[src/rtl/hdr_ratio_pkg.sv]
package hdr_ratio_pkg;

  typedef enum logic [1:0] {
    RATIO_X1 = 2'b00,
    RATIO_X2 = 2'b01,
    RATIO_X4 = 2'b10,
    RATIO_X8 = 2'b11
  } ratio_e;

  // 16-bit choice first, then one step up at 32-bit width unless x1.
  function automatic ratio_e ratio_of(input logic enc, input logic cmp,
                                      input logic wide);
    logic [1:0] narrow;
    if (cmp)      narrow = RATIO_X4;
    else if (enc) narrow = RATIO_X2;
    else          narrow = RATIO_X1;
    if (wide && narrow != RATIO_X1) narrow = narrow + 2'd1;
    return ratio_e'(narrow);
  endfunction

endpackage

[src/rtl/hdr_word_tap.sv]
module hdr_word_tap #(
  parameter int IDX_W = 16,
  parameter int WORD  = 0
) (
  input  logic             in_valid,
  input  logic [IDX_W-1:0] in_index,
  output logic             hit
);
  localparam logic [IDX_W-1:0] WORD_IDX = IDX_W'(WORD);

  assign hit = in_valid && (in_index == WORD_IDX);
endmodule

[src/rtl/hdr_flag_track.sv]
module hdr_flag_track #(
  parameter int DATA_W   = 32,
  parameter int ENC_LSB  = 2,
  parameter int ENC_BITS = 2
) (
  input  logic              clk,
  input  logic              rst_n,
  input  logic              start_hit,
  input  logic              enc_hit,
  input  logic              last_hit,
  input  logic              hdr_end,
  input  logic [DATA_W-1:0] in_data,
  output logic              enc_flag,
  output logic              got_last
);
  localparam int ENC_MSB = ENC_LSB + ENC_BITS - 1;

  function automatic logic enc_of(input logic [DATA_W-1:0] w);
    return |w[ENC_MSB:ENC_LSB];
  endfunction

  always_ff @(posedge clk) begin
    if (!rst_n) begin
      enc_flag <= 1'b0;
      got_last <= 1'b0;
    end else if (hdr_end || start_hit) begin
      enc_flag <= 1'b0;
      got_last <= 1'b0;
    end else begin
      if (enc_hit)  enc_flag <= enc_of(in_data);
      if (last_hit) got_last <= 1'b1;
    end
  end
endmodule

[src/rtl/hdr_ratio_out.sv]
module hdr_ratio_out (
  input  logic       clk,
  input  logic       rst_n,
  input  logic       load,
  input  logic       err_in,
  input  logic [1:0] code_in,
  input  logic       wide_in,
  output logic [1:0] ratio_code,
  output logic       width_bit,
  output logic       ratio_valid,
  output logic       short_err
);
  always_ff @(posedge clk) begin
    if (!rst_n) begin
      ratio_code  <= 2'b00;
      width_bit   <= 1'b0;
      ratio_valid <= 1'b0;
      short_err   <= 1'b0;
    end else begin
      ratio_valid <= load;
      short_err   <= err_in;
      if (load) begin
        ratio_code <= code_in;
        width_bit  <= wide_in;
      end
    end
  end
endmodule

[src/rtl/hdr_ratio_sel.sv]
module hdr_ratio_sel #(
  parameter int DATA_W   = 32,
  parameter int IDX_W    = 16,
  parameter int ENC_WORD = 69,
  parameter int CMP_WORD = 229,
  parameter int ENC_LSB  = 2,
  parameter int ENC_BITS = 2,
  parameter int CMP_BIT  = 1
) (
  input  logic              clk,
  input  logic              rst_n,
  input  logic              in_valid,
  input  logic [IDX_W-1:0]  in_index,
  input  logic [DATA_W-1:0] in_data,
  input  logic              wide_sel,
  input  logic              hdr_end,
  output logic [1:0]        ratio_code,
  output logic              width_bit,
  output logic              ratio_valid,
  output logic              short_err
);
  import hdr_ratio_pkg::*;

  localparam int TAPS = 3;
  localparam int TAP_WORD [TAPS] = '{0, ENC_WORD, CMP_WORD};

  logic [TAPS-1:0] tap_hit;
  logic start_hit, enc_hit, last_hit;
  logic enc_flag, got_last, cmp_flag, end_short;
  ratio_e code_next;
  logic unused_data;

  function automatic logic cmp_of(input logic [DATA_W-1:0] w);
    return !w[CMP_BIT];
  endfunction

  for (genvar t = 0; t < TAPS; t++) begin : g_tap
    hdr_word_tap #(.IDX_W(IDX_W), .WORD(TAP_WORD[t])) u_tap (
      .in_valid (in_valid),
      .in_index (in_index),
      .hit      (tap_hit[t])
    );
  end

  assign start_hit = tap_hit[0];
  assign enc_hit   = tap_hit[1];
  assign last_hit  = tap_hit[2];

  hdr_flag_track #(.DATA_W(DATA_W), .ENC_LSB(ENC_LSB), .ENC_BITS(ENC_BITS)) u_track (
    .clk       (clk),
    .rst_n     (rst_n),
    .start_hit (start_hit),
    .enc_hit   (enc_hit),
    .last_hit  (last_hit),
    .hdr_end   (hdr_end),
    .in_data   (in_data),
    .enc_flag  (enc_flag),
    .got_last  (got_last)
  );

  assign cmp_flag    = cmp_of(in_data);
  assign code_next   = ratio_of(enc_flag, cmp_flag, wide_sel);
  assign end_short   = hdr_end && !(got_last || last_hit);
  assign unused_data = ^in_data;

  hdr_ratio_out u_out (
    .clk         (clk),
    .rst_n       (rst_n),
    .load        (last_hit),
    .err_in      (end_short),
    .code_in     (code_next),
    .wide_in     (wide_sel),
    .ratio_code  (ratio_code),
    .width_bit   (width_bit),
    .ratio_valid (ratio_valid),
    .short_err   (short_err)
  );
endmodule

[config.mk]
export PLATFORM = sky130hd
export DESIGN_NAME = hdr_ratio_sel
export DESIGN_NICKNAME = d
export VERILOG_FILES = /design/src/rtl/hdr_ratio_pkg.sv /design/src/rtl/hdr_word_tap.sv /design/src/rtl/hdr_flag_track.sv /design/src/rtl/hdr_ratio_out.sv /design/src/rtl/hdr_ratio_sel.sv
export SDC_FILE = /design/constraint.sdc
export NUM_CORES = 1
export LEC_CHECK = 0
export ABC_CLOCK_PERIOD_IN_PS = 1450
export BUFFER_PORTS_ARGS = -buffer_cell sky130_fd_sc_hd__buf_2
export CAP_MARGIN = 20
export CORE_UTILIZATION = 27
export CTS_CLUSTER_SIZE = 28
export DETAILED_ROUTE_END_ITERATION = 10
export MAX_ROUTING_LAYER = met4
export PLACE_DENSITY = 0.76
export SYNTH_ARGS = -nofsm -noshare
export SYNTH_HDL_FRONTEND = slang
export SYNTH_SLANG_ARGS = --single-unit
export TNS_END_PERCENT = 100
[constraint.sdc]
create_clock -name clk -period 1.45 [get_ports clk]
set_input_delay 0.3625 -clock clk [delete_from_list [all_inputs] [get_ports clk]]
set_output_delay 0.3625 -clock clk [all_outputs]
set_load 0.01 [all_outputs]
Word level (Yosys, flattened, before mapping)

Cells that the tools add are included.

Register bits after elaboration: 7
Bits in latches: 0
Memory bits (writable): 0
Memory bits (read-only): 0
Input bits: 53
Output and inout bits: 5
Logic and storage cells: 25
Memories: 0

Add/sub/neg operators: 1
$mul: 0
Divide/modulo/power cells: 0
Order comparisons: 0
Equal/unequal tests: 2
Shifts and indexed selects: 0
Muxes and demuxes: 3
Bitwise logic cells: 1
Reduce and logical (&&, ||, !) cells: 12

Operator list:

| kind                  | number |
|---|---|
| $eq A16 B7 Y1 const B | 1 |
| $eq A16 B8 Y1 const B | 1 |
| $logic_not A16 Y1     | 1 |
| $logic_and A1 B1 Y1   | 5 |
| $mux W2               | 2 |
| $reduce_or A2 Y1      | 2 |
| $add A2 B1 Y2 const B | 1 |
| $logic_or A1 B1 Y1    | 2 |
| $reduce_bool A2 Y1    | 1 |
| $logic_not A1 Y1      | 1 |
| $mux W1               | 1 |
| $not A1 Y1            | 1 |

Depth between registers and ports, before layout

Gate-level depths: netlist of run 1.

Depth after elaboration: 5
Depth in mapped cells: 4
Gate-level depth less buffers: 4

Cells and area by module

Synthesis of run 1 repeated with hierarchy kept, for this count alone.

Cell total of the unflattened synthesis: 44
Area, all modules: 436.7 um^2

Modules (own cells, without submodules):

| module                        | instances | cells each | area an instance (um^2) | seq. area each (um^2) |
|---|---|---|---|---|
| hdr_ratio_out                 | 1         | 13         | 162.7                   | 100.1 |
| hdr_flag_track                | 1         | 8          | 76.3                    | 40.0 |
| hdr_word_tap (g_tap[1].u_tap) | 1         | 6          | 65.1                    | 0.0 |
| hdr_word_tap (g_tap[2].u_tap) | 1         | 6          | 60.1                    | 0.0 |
| hdr_word_tap (g_tap[0].u_tap) | 1         | 6          | 43.8                    | 0.0 |
| hdr_ratio_sel                 | 1         | 5          | 28.8                    | 0.0 |

Least setup slack after synthesis of run 1

OpenSTA, ideal clock, no wires.

Path type: input port to flip-flop
Start: in in_index[4]
End: reg u_track.enc_flag
Library setup time: 0.121 ns
Arrival time: 1.173 ns
Required time: 1.329 ns
Path slack: 0.157 ns
Cell stages on the path: 4
Path buffers: 0
Cells stage by stage: nor4b_2 nand4_1 nor4b_2 nor3_1

Longest elaborated chain between the ends: 4
Elaborated cells on any way between the ends: 6
Those cells by class: 1 x eq/ne; 5 x reduce/logical

Ends and longest elaborated chain:

| element                           | RTL line             | RTL |
|---|---|---|
| start: declaration                | hdr_ratio_sel.sv:13  | `input logic [IDX_W-1:0] in_index,` |
| $logic_not A16 Y1                 | hdr_word_tap.sv:11   | `assign hit = in_valid && (in_index == WORD_IDX);` |
| $logic_and A1 B1 Y1               | hdr_word_tap.sv:11   |  |
| $logic_or A1 B1 Y1                | hdr_flag_track.sv:26 | `end else if (hdr_end \|\| start_hit) begin` |
| $reduce_or A2 Y1 (no source line) | n/a                  |  |
| end signal: assignment            | hdr_flag_track.sv:30 | `if (enc_hit) enc_flag <= enc_of(in_data);` |
| end: declaration                  | hdr_flag_track.sv:13 | `output logic enc_flag,` |

Parallel ways exist; a longest one is shown, timed or not.
A chain may end at the register's enable or synchronous reset.

Worst setup path in the final report of run 1

Start: in in_index[14]
End: reg u_track.enc_flag

Same word-level chain as after synthesis.

==> flow_summary.yaml, run 1 <==
status:
  status: "finished, final reports clean"
drt:
  postRouteWirelength_um: 855
  vias: 437
  viasPerCell: 4.97
  firstDrtPassIters: 6
  drt_iter0_markers: 6
  detail-route-antenna-nets: 0
  drc: 0
  wire_per_inst_um: 9.72
worst_setup_path:
  criticalPathCategory: "primary input to flip-flop"
  worstPathMaxFanout: 5
  crit_path_end_kind: "flip-flop"
  start_kind: "primary input"
  rr_startpoint: "u_track.enc_flag$_SDFFE_PP0P_"
  ff2ff_path_depth: 4
  worstReg2RegEnd: "u_out.ratio_code[0]$_SDFFE_PN0P_"
  cp_data_required_time_ps: 1600
  reg2reg_slack_ps: 630
  arrival_ps: 1390
floorplan:
  design.portCount: 58
  die_w_um: 39.5
  coreArea_um2: 1300
  die-area_um2: 1560
  die_h_um: 39.5
  rows: 13
  initial_utilization_pct: 29.1
logic_synthesis:
  syn_avg_cell_area_um2: 9.48
  synth.net_count: 93
  yosysUniqueCellTypes: 21
  yosysSeqAreaShare_pct: 37.0
  synthesis.area_um2: 379
  syn_inst: 40
  ys.warnings.count: 0
  ys_seq_elements: 7
global_routing:
  grt_max_degree: 6
  grt_pass1_vias: 364
  grt_pass1_wl_mm: 1.35
  antenna_found_initial: 0
  grt_overflow_total: 0
  gr-usage-all-layers_pct: 14.0
clock_tree:
  cts_sinks: 7
  clock_latency_ps: 260
  cts_tree: "done"
  ctsHoldBuffers: 0
  post_cts_resized: 0
  ctsLongestPathBuffers: 2
  cts_htree_levels: 1
  cts-buffers-inserted: 3
  cts_setup_buffers: 0
  root_buffer: "clkbuf_4"
  path_clk_slew_ps: 50
timing:
  tightestPinTransition_ps: 279
  relSlewSlack_pct: 81.2
  slew_viol_final: 0
  fin_crit_sh_pct: 85.9
  period_minus_slack_ps: 1250
  max_freq_ghz: 0.803
  finalWorstSetupSlack_ps: 205
  rsz0062_at_grt: "false"
  setup_viol: 0
  fin_skew_ps: 1.69
  hold_viol_final: 0
placed_design:
  placed_area_um2: 546
  dp_slack_ps: -79.8
  routabilityCongestion: 0.744
  place.port_buffers: 28
  dpl.hpwl_um: 716
power:
  p_leak_nw: 0.255
  p_per_area_nw_per_um2: 770
  peakVddDrop_mv: 0.267
hold_path:
  hp-class: "primary input to flip-flop"
  min_from: "in_data[1]"
  hold_end: "u_out.ratio_code[1]$_SDFFE_PN0P_"
  whs_path_depth: 2
job:
  drv_cap: 0
cells_and_area:
  drive_gt1_share_pct: 54.8
  syn2layout_area_growth_pct: 50.8
  n_antenna_cell: 0
  nets: 127
  fillers: 143
  final_cell_area_um2: 572
[where the power goes]
group          leakage (nW)  total [mW]  internal, mW  switching, mW
registers            0.0566       0.194         0.194       0.000252
clock network        0.0150       0.183         0.105         0.0774
logic                 0.184      0.0630        0.0344         0.0286
[area by class of cell]
| cell class | instances | area, µm² | area share [%] |
|---|---|---|---|
| multi-input cells | 32 | 235 | 41.1 |
| clock buffers | 4 | 26.3 | 4.60 |
| inverters | 1 | 3.75 | 0.656 |
| well taps | 15 | 18.8 | 3.28 |
| flip-flops and latches | 7 | 140 | 24.5 |
| repair buffers | 29 | 148 | 25.8 |
[logic make-up after synthesis]
logic type	share of synthesized area, %
simple gates	44.2
mux	2.64
flops	37.0
buf+inv	0.989
compound gates	15.2
[critical path, cell delays in order]
cell and delay (ps):
buf_2 110, nor4b_4 300, nand4_1 250, nor4b_2 300, nor3_1 60
[metal layers]
metal	vias to the layer above	global-route usage, %	routed length [µm]	part of all wire, %
li1	221	-	-	-
met5	-	-	0	0
met1	184	15.0	384	45
met2	29	20.9	371	43
met4	0	10.3	21	2.5
met3	3	5.11	78	9.1
[synth_stat cells]
master | n | area, µm²
nand4_1 | 1 | 6.26
inv_1 | 1 | 3.75
o21ai_0 | 2 | 10.0
nor4b_4 | 1 | 23.8
and4bb_2 | 1 | 12.5
and4b_2 | 1 | 11.3
and4_4 | 1 | 11.3
a21oi_1 | 4 | 20.0
nor4_1 | 1 | 6.26
nor4b_2 | 2 | 30.0
a311oi_1 | 1 | 8.76
nand3_1 | 2 | 10.0
nand2_1 | 3 | 11.3
and3_1 | 1 | 6.26
dfxtp_1 | 7 | 140
nor3_1 | 4 | 20.0
and2_2 | 1 | 7.51
a21oi_2 | 1 | 8.76
mux2i_1 | 1 | 10.0
a311o_1 | 1 | 10.0
nor2_1 | 3 | 11.3
[cells in the final DEF, fill, tap and decap left out]
cell type	count
nor3_1	4
and2_2	1
buf_4	1
clkbuf_1	1
clkbuf_4	3
and4_4	1
buf_2	28
a21oi_1	4
inv_1	1
a311o_1	1
a21oi_2	1
and3_1	1
nand4_1	1
nand3_1	2
dfxtp_1	7
o21ai_0	2
nor2_1	3
mux2i_1	1
and4bb_2	1
a311oi_1	1
nor4b_2	2
and4b_2	1
nor4_1	1
nand2_1	3
nor4b_4	1
[state kept, by name (all words and copies together), names as in the netlist]
register,cells
u_out.ratio_code,2
u_out.ratio_valid,1
u_out.short_err,1
u_out.width_bit,1
u_track.enc_flag,1
u_track.got_last,1
[worst max-delay path by stage]
stage | from | end | slack (ps) | depth (start not counted)
detailed placement | in_index[14] | u_track.enc_flag$_SDFFE_PP0P_ | -80 | 5
floorplan | in_index[4] | u_track.enc_flag$_SDFFE_PP0P_ | 160 | 4
CTS | in_index[4] | u_track.enc_flag$_SDFFE_PP0P_ | 190 | 5
global route | in_index[4] | u_track.enc_flag$_SDFFE_PP0P_ | 90 | 5
global placement | in_index[4] | u_track.enc_flag$_SDFFE_PP0P_ | -70 | 5
finish | in_index[14] | u_track.enc_flag$_SDFFE_PP0P_ | 200 | 5
[stage by stage]
step                      util, %  cells  power, mW  TNS (ps)  hold slack (ps)
after floorplan                 -     40      0.218         0              420
after global placement       41.9     84      0.260     -79.5              463
after detailed placement     41.9     84      0.262      -150              477
after CTS                    43.9     88      0.444         0              323
after global routing         43.9     88      0.467         0              342
final                        43.9     88      0.440         0              328
Note: power is estimated with default switching activity, not from simulation.
==> inputs of run 2 (changes only) <==
--- a/config.mk
+++ b/config.mk
@@ -5,9 +5,10 @@
 export SDC_FILE = /design/constraint.sdc
 export NUM_CORES = 1
 export LEC_CHECK = 0
-export ABC_CLOCK_PERIOD_IN_PS = 1450
+export ABC_CLOCK_PERIOD_IN_PS = 1180
 export BUFFER_PORTS_ARGS = -buffer_cell sky130_fd_sc_hd__buf_2
 export CAP_MARGIN = 20
+export CORE_MARGIN = 10
 export CORE_UTILIZATION = 27
 export CTS_CLUSTER_SIZE = 28
 export DETAILED_ROUTE_END_ITERATION = 10
==> constraint.sdc (replaced) <==
create_clock -name clk -period 1.18 [get_ports clk]
set_input_delay 0.295 -clock clk [delete_from_list [all_inputs] [get_ports clk]]
set_output_delay 0.295 -clock clk [all_outputs]
set_load 0.01 [all_outputs]
==> run 2 against run 1 <==
  * Wire length rose by 40%
  * First-iteration DRC count fell by 100%
  * Critical path type unchanged
  * Final cell count rose by 4.5%
  * Worst hold slack got worse by 53 ps
==> flow_summary.yaml, run 2 (synthesis results as in run 1) <==
status:
  status: "finished, final reports clean"
cells_and_area:
  regMostFlops: "u_out.ratio_code"
  nets: 131
  drive_gt1_share_pct: 63.6
  fillers: 142
  fin_cells: 92
  syn2layout_area_growth_pct: 75.2
  final_common_cell: "buf_2"
  multi_input_area_um2: 269
  largest_register_ffs: 2
  seq_area_um2: 140
  final_cell_mix: "24 x buf_2, 7 x dfxtp_1, 5 x buf_4"
  n_antenna_cell: 0
global_routing:
  grt_pass1_wl_mm: 2.05
  grt_overflow_total: 0
  antenna_found_initial: 0
  grt_max_degree: 6
  gr-usage-all-layers_pct: 8.09
  grt_pass1_vias: 525
timing:
  fin_crit_sh_pct: 96.7
  period_minus_slack_ps: 1140
  slew_viol_final: 0
  max_freq_ghz: 0.877
  fin_skew_ps: 1.45
  finalWorstSetupSlack_ps: 39.1
  tightestPinTransition_ps: 213
  rsz0062_at_grt: "true"
  relSlewSlack_pct: 85.7
  hold_viol_final: 0
  setup_viol: 0
  setup_tns_ps: 0
clock_tree:
  clock_latency_ps: 260
  path_clk_slew_ps: 50
  ctsLongestPathBuffers: 2
  cts_sinks: 7
  cts_tree: "done"
  root_buffer: "clkbuf_4"
  cts_htree_levels: 1
  cts-buffers-inserted: 3
drt:
  firstDrtPassIters: 1
  postRouteWirelength_mm: 1.20
  detail-route-antenna-nets: 0
  viasPerCell: 4.96
  drc: 0
  wire_per_inst_um: 13.0
  vias: 456
  drt_iter0_markers: 0
worst_setup_path:
  crit_chain: "buf_2 -> nor4b_4 -> buf_4 -> and4b_2 -> a311o_1 -> nor3_1"
  criticalPathCategory: "primary input to flip-flop"
  path_delay_family: "simple AND/OR/NAND/NOR gates"
  crit_path_end_kind: "flip-flop"
  worstPathMaxFanout: 2
  arrival_ps: 1320
  cp_data_required_time_ps: 1350
  cp_slowest_cell: "a311o_1"
  cp_num_buf_inv: 2
  start_kind: "primary input"
  slowest_delay_ps: 280
hold_path:
  hp-class: "primary input to flip-flop"
placed_design:
  dp_slack_ps: -286
  placed_cells: 87
  dpl.hpwl_mm: 1.05
  routabilityCongestion: 0.740
  place.port_buffers: 28
power:
  peakVddDrop_mv: 0.339
  p_per_area_nw_per_um2: 846
  totalPowerFinal_mw: 0.562
  p_leak_nw: 0.295
floorplan:
  initial_utilization_pct: 28.8
  die_h_um: 57.5
  die-area_um2: 3300
  design.portCount: 58
  rows: 13
  coreArea_um2: 1320
  die_w_um: 57.5
job:
  drv_cap: 0
==> run 2: cell types whose count changed in the layout (fill, tap and decap cells not counted) <==
cell	before	now
nor3_2	0	2
nor3_1	4	2
nor2_4	0	1
buf_6	0	3
nor4b_4	1	2
buf_2	28	24
a21oi_1	4	2
nor4b_2	2	1
a21oi_2	1	3
buf_8	0	1
buf_4	1	5
nor2_1	3	2
==> run 2: timing repair <==
item | CTS | global route
endpoints found under the setup margin | 1 | 7
setup buffers | 1 | 0
hold buffers | 0 | 0
gates resized for setup | 1 | 11
pin swaps | 1 | 10
==> run 2: metrics by stage <==
step	cell area [µm²]	utilization, %	hold slack [ps]
floorplan	392	-	402
global placement	581	44.1	438
detailed placement	581	44.1	458
CTS	618	46.9	259
global route	664	50.4	281
finish	664	50.4	275
==> run 2: worst reg2reg max path: cells and delay by family (launching register included) <==
family / cells / cell delay (ps)
and+or+nand+nor: 2 / 150
muxes: 1 / 120
DFF: 1 / 370
AOI/OAI and AO/OA: 1 / 120
==> run 2: final timing paths <==
path / depth (start not counted) / end / slack, ps / from
setup / recovery: 6 / u_track.enc_flag$_SDFFE_PP0P_ / 40 / in_valid
hold / removal: 2 / u_out.ratio_code[1]$_SDFFE_PN0P_ / 270 / in_data[1]
setup reg to reg: 4 / u_out.ratio_code[0]$_SDFFE_PN0P_ / 350 / u_track.enc_flag$_SDFFE_PP0P_
hold reg to reg: 2 / u_track.got_last$_SDFFE_PP0P_ / 460 / u_track.got_last$_SDFFE_PP0P_
==> run 2: final cells by class <==
type	count	share of cell area [%]
multi-input cells	32	40.5
well taps	15	2.82
clock buffers	4	3.95
inverters	1	0.565
repair buffers	33	31.1
flip-flops and latches	7	21.1
==> run 2: where the power goes <==
part | switching [mW] | leakage, nW | internal (mW)
combinational | 0.0420 | 0.224 | 0.0603
clock | 0.0916 | 0.0150 | 0.129
sequential | 0.000287 | 0.0566 | 0.238
total | 0.134 | 0.295 | 0.428
==> run 2: metal layers <==
metal  vias to the layer above  GRT usage, %  wire [µm]
met5                         -             -          0
met4                         0          8.05         48
met3                         5          2.65        101
met2                        28          11.2        496
met1                       192          8.63        553
li1                        231             -          -
==> inputs of run 3 (changes only) <==
--- a/config.mk
+++ b/config.mk
@@ -6,14 +6,16 @@
 export NUM_CORES = 1
 export LEC_CHECK = 0
 export ABC_CLOCK_PERIOD_IN_PS = 1180
-export BUFFER_PORTS_ARGS = -buffer_cell sky130_fd_sc_hd__buf_2
 export CAP_MARGIN = 20
-export CORE_MARGIN = 10
-export CORE_UTILIZATION = 27
+export CELL_PAD_IN_SITES_DETAIL_PLACEMENT = 1
+export CELL_PAD_IN_SITES_GLOBAL_PLACEMENT = 1
+export CORE_AREA = 10 10 47 49
 export CTS_CLUSTER_SIZE = 28
 export DETAILED_ROUTE_END_ITERATION = 10
+export DIE_AREA = 0 0 57 59
+export DONT_BUFFER_PORTS = 1
 export MAX_ROUTING_LAYER = met4
-export PLACE_DENSITY = 0.76
+export PLACE_DENSITY_LB_ADDON = 0.1
 export SYNTH_ARGS = -nofsm -noshare
 export SYNTH_HDL_FRONTEND = slang
 export SYNTH_SLANG_ARGS = --single-unit
==> run 3 against run 2 <==
  * First-iteration DRC count rose by 1
  * Clock-buffer cell count did not move
  * Sequential share of layout area rose by 9.3 points
  * Flip-flop and latch count did not move
  * Die area rose by 1.8%
  * Non-clock buffer count fell by 30
  * Sequential power barely moved
==> flow_summary.yaml, run 3 (synthesis results as in run 1) <==
power:
  totalPowerFinal_mw: 0.492
  p_per_area_nw_per_um2: 1070
  peakVddDrop_mv: 0.528
  p_leak_nw: 0.155
clock_tree:
  cts_tree: "done"
  cts_sinks: 7
  ctsLongestPathBuffers: 2
  path_clk_slew_ps: 50
  clock_latency_ps: 250
  cts-buffers-inserted: 3
  root_buffer: "clkbuf_4"
  cts_htree_levels: 1
  post_cts_resized: 0
timing:
  max_freq_ghz: 0.902
  finalWorstSetupSlack_ps: 71.2
  rsz0062_at_grt: "false"
  whs_ps: 158
  fin_skew_ps: 5.24
  setup_viol: 0
  setup_tns_ps: 0
  tightestPinTransition_ps: 291
  slew_viol_final: 0
  fin_crit_sh_pct: 94.0
  relSlewSlack_pct: 80.5
  hold_viol_final: 0
  period_minus_slack_ps: 1110
cells_and_area:
  syn2layout_area_growth_pct: 21.5
  n_antenna_cell: 0
  final_cell_area_um2: 460
  final_cell_mix: "7 x dfxtp_1, 4 x nor3_1"
  nets: 101
  fin_util_pct: 32.9
  drive_gt1_share_pct: 31.9
  largest_register_ffs: 2
  final_common_cell: "dfxtp_1"
  regMostFlops: "u_out.ratio_code"
  fin_cells: 63
floorplan:
  coreArea_um2: 1400
  die_h_um: 59
  die-area_um2: 3360
  design.portCount: 58
  initial_utilization_pct: 27.1
  rows: 14
  die_w_um: 57
global_routing:
  grt_overflow_total: 0
  grt_pass1_wl_mm: 1.88
  antenna_found_initial: 0
  grt_max_degree: 6
  gr-usage-all-layers_pct: 7.73
  grt_pass1_vias: 438
placed_design:
  routabilityCongestion: 0.640
  dp_slack_ps: -194
  dpl.hpwl_mm: 1.12
  place.port_buffers: 0
  placed_cells: 58
  placed_area_um2: 427
worst_setup_path:
  ff2ff_path_depth: 4
  start_kind: "primary input"
  cp_data_required_time_ps: 1330
  reg2reg_slack_ps: 310
  worstPathMaxFanout: 5
  cp_num_buf_inv: 1
  slowest_delay_ps: 270
  crit_path_end_kind: "flip-flop"
  arrival_ps: 1260
  cp_num_cells: 5
  cp_slowest_cell: "nor3_1"
  crit_chain: "nor3_1 -> buf_4 -> and4_4 -> a21oi_2 -> a311oi_1"
  criticalPathCategory: "primary input to flip-flop"
  path_delay_family: "simple AND/OR/NAND/NOR gates"
drt:
  vias: 359
  viasPerCell: 5.70
  wire_per_inst_um: 20.5
  drc: 0
  postRouteWirelength_mm: 1.29
  firstDrtPassIters: 3
  detail-route-antenna-nets: 0
  drt_iter0_markers: 1
status:
  status: "finished, final reports clean"
hold_path:
  whs_path_depth: 1
  hp-class: "primary input to flip-flop"
job:
  drv_cap: 0
run 3: cell types whose count changed in the layout (fill, tap and decap cells not counted), sizes merged:
cell / previous run / this run
buf: 33 / 3
run 3: routing by layer:
| layer | track usage [%] | part of all wire, % |
|---|---|---|
| met3 | 9.01 | 20 |
| met4 | 2.01 | 0 |
| met1 | 5.34 | 32 |
| met2 | 12.6 | 49 |
| met5 | - | 0 |
run 3: worst paths after layout:
kind | startpoint | endpoint
setup / recovery | in_index[13] | u_out.ratio_code[1]$_SDFFE_PN0P_
hold / removal | in_data[1] | u_out.ratio_code[1]$_SDFFE_PN0P_
setup reg to reg | u_track.enc_flag$_SDFFE_PP0P_ | u_out.ratio_code[0]$_SDFFE_PN0P_
hold reg to reg | u_track.got_last$_SDFFE_PP0P_ | u_track.got_last$_SDFFE_PP0P_
run 3: area by class of cell:
type / instances / area, µm²
Inverter: 1 / 3.75
Tap cell: 16 / 20.0
Sequential cell: 7 / 140
Multi-Input combinational cell: 32 / 248
Clock buffer: 4 / 26.3
Timing Repair Buffer: 3 / 22.5
Fill cell: 176 / 941
run 3: power by group:
part	total [mW]	switching, mW	internal, mW
sequential	0.240	0.00167	0.239
combinational	0.0332	0.0143	0.0189
clock	0.219	0.0899	0.129
run 3: what timing repair did:
item                       4_1_cts  5_1_grt
setup endpoints to repair        0        2
hold buffers                     0        0
buffers inserted                 0        1
hold endpoints to repair         0        0
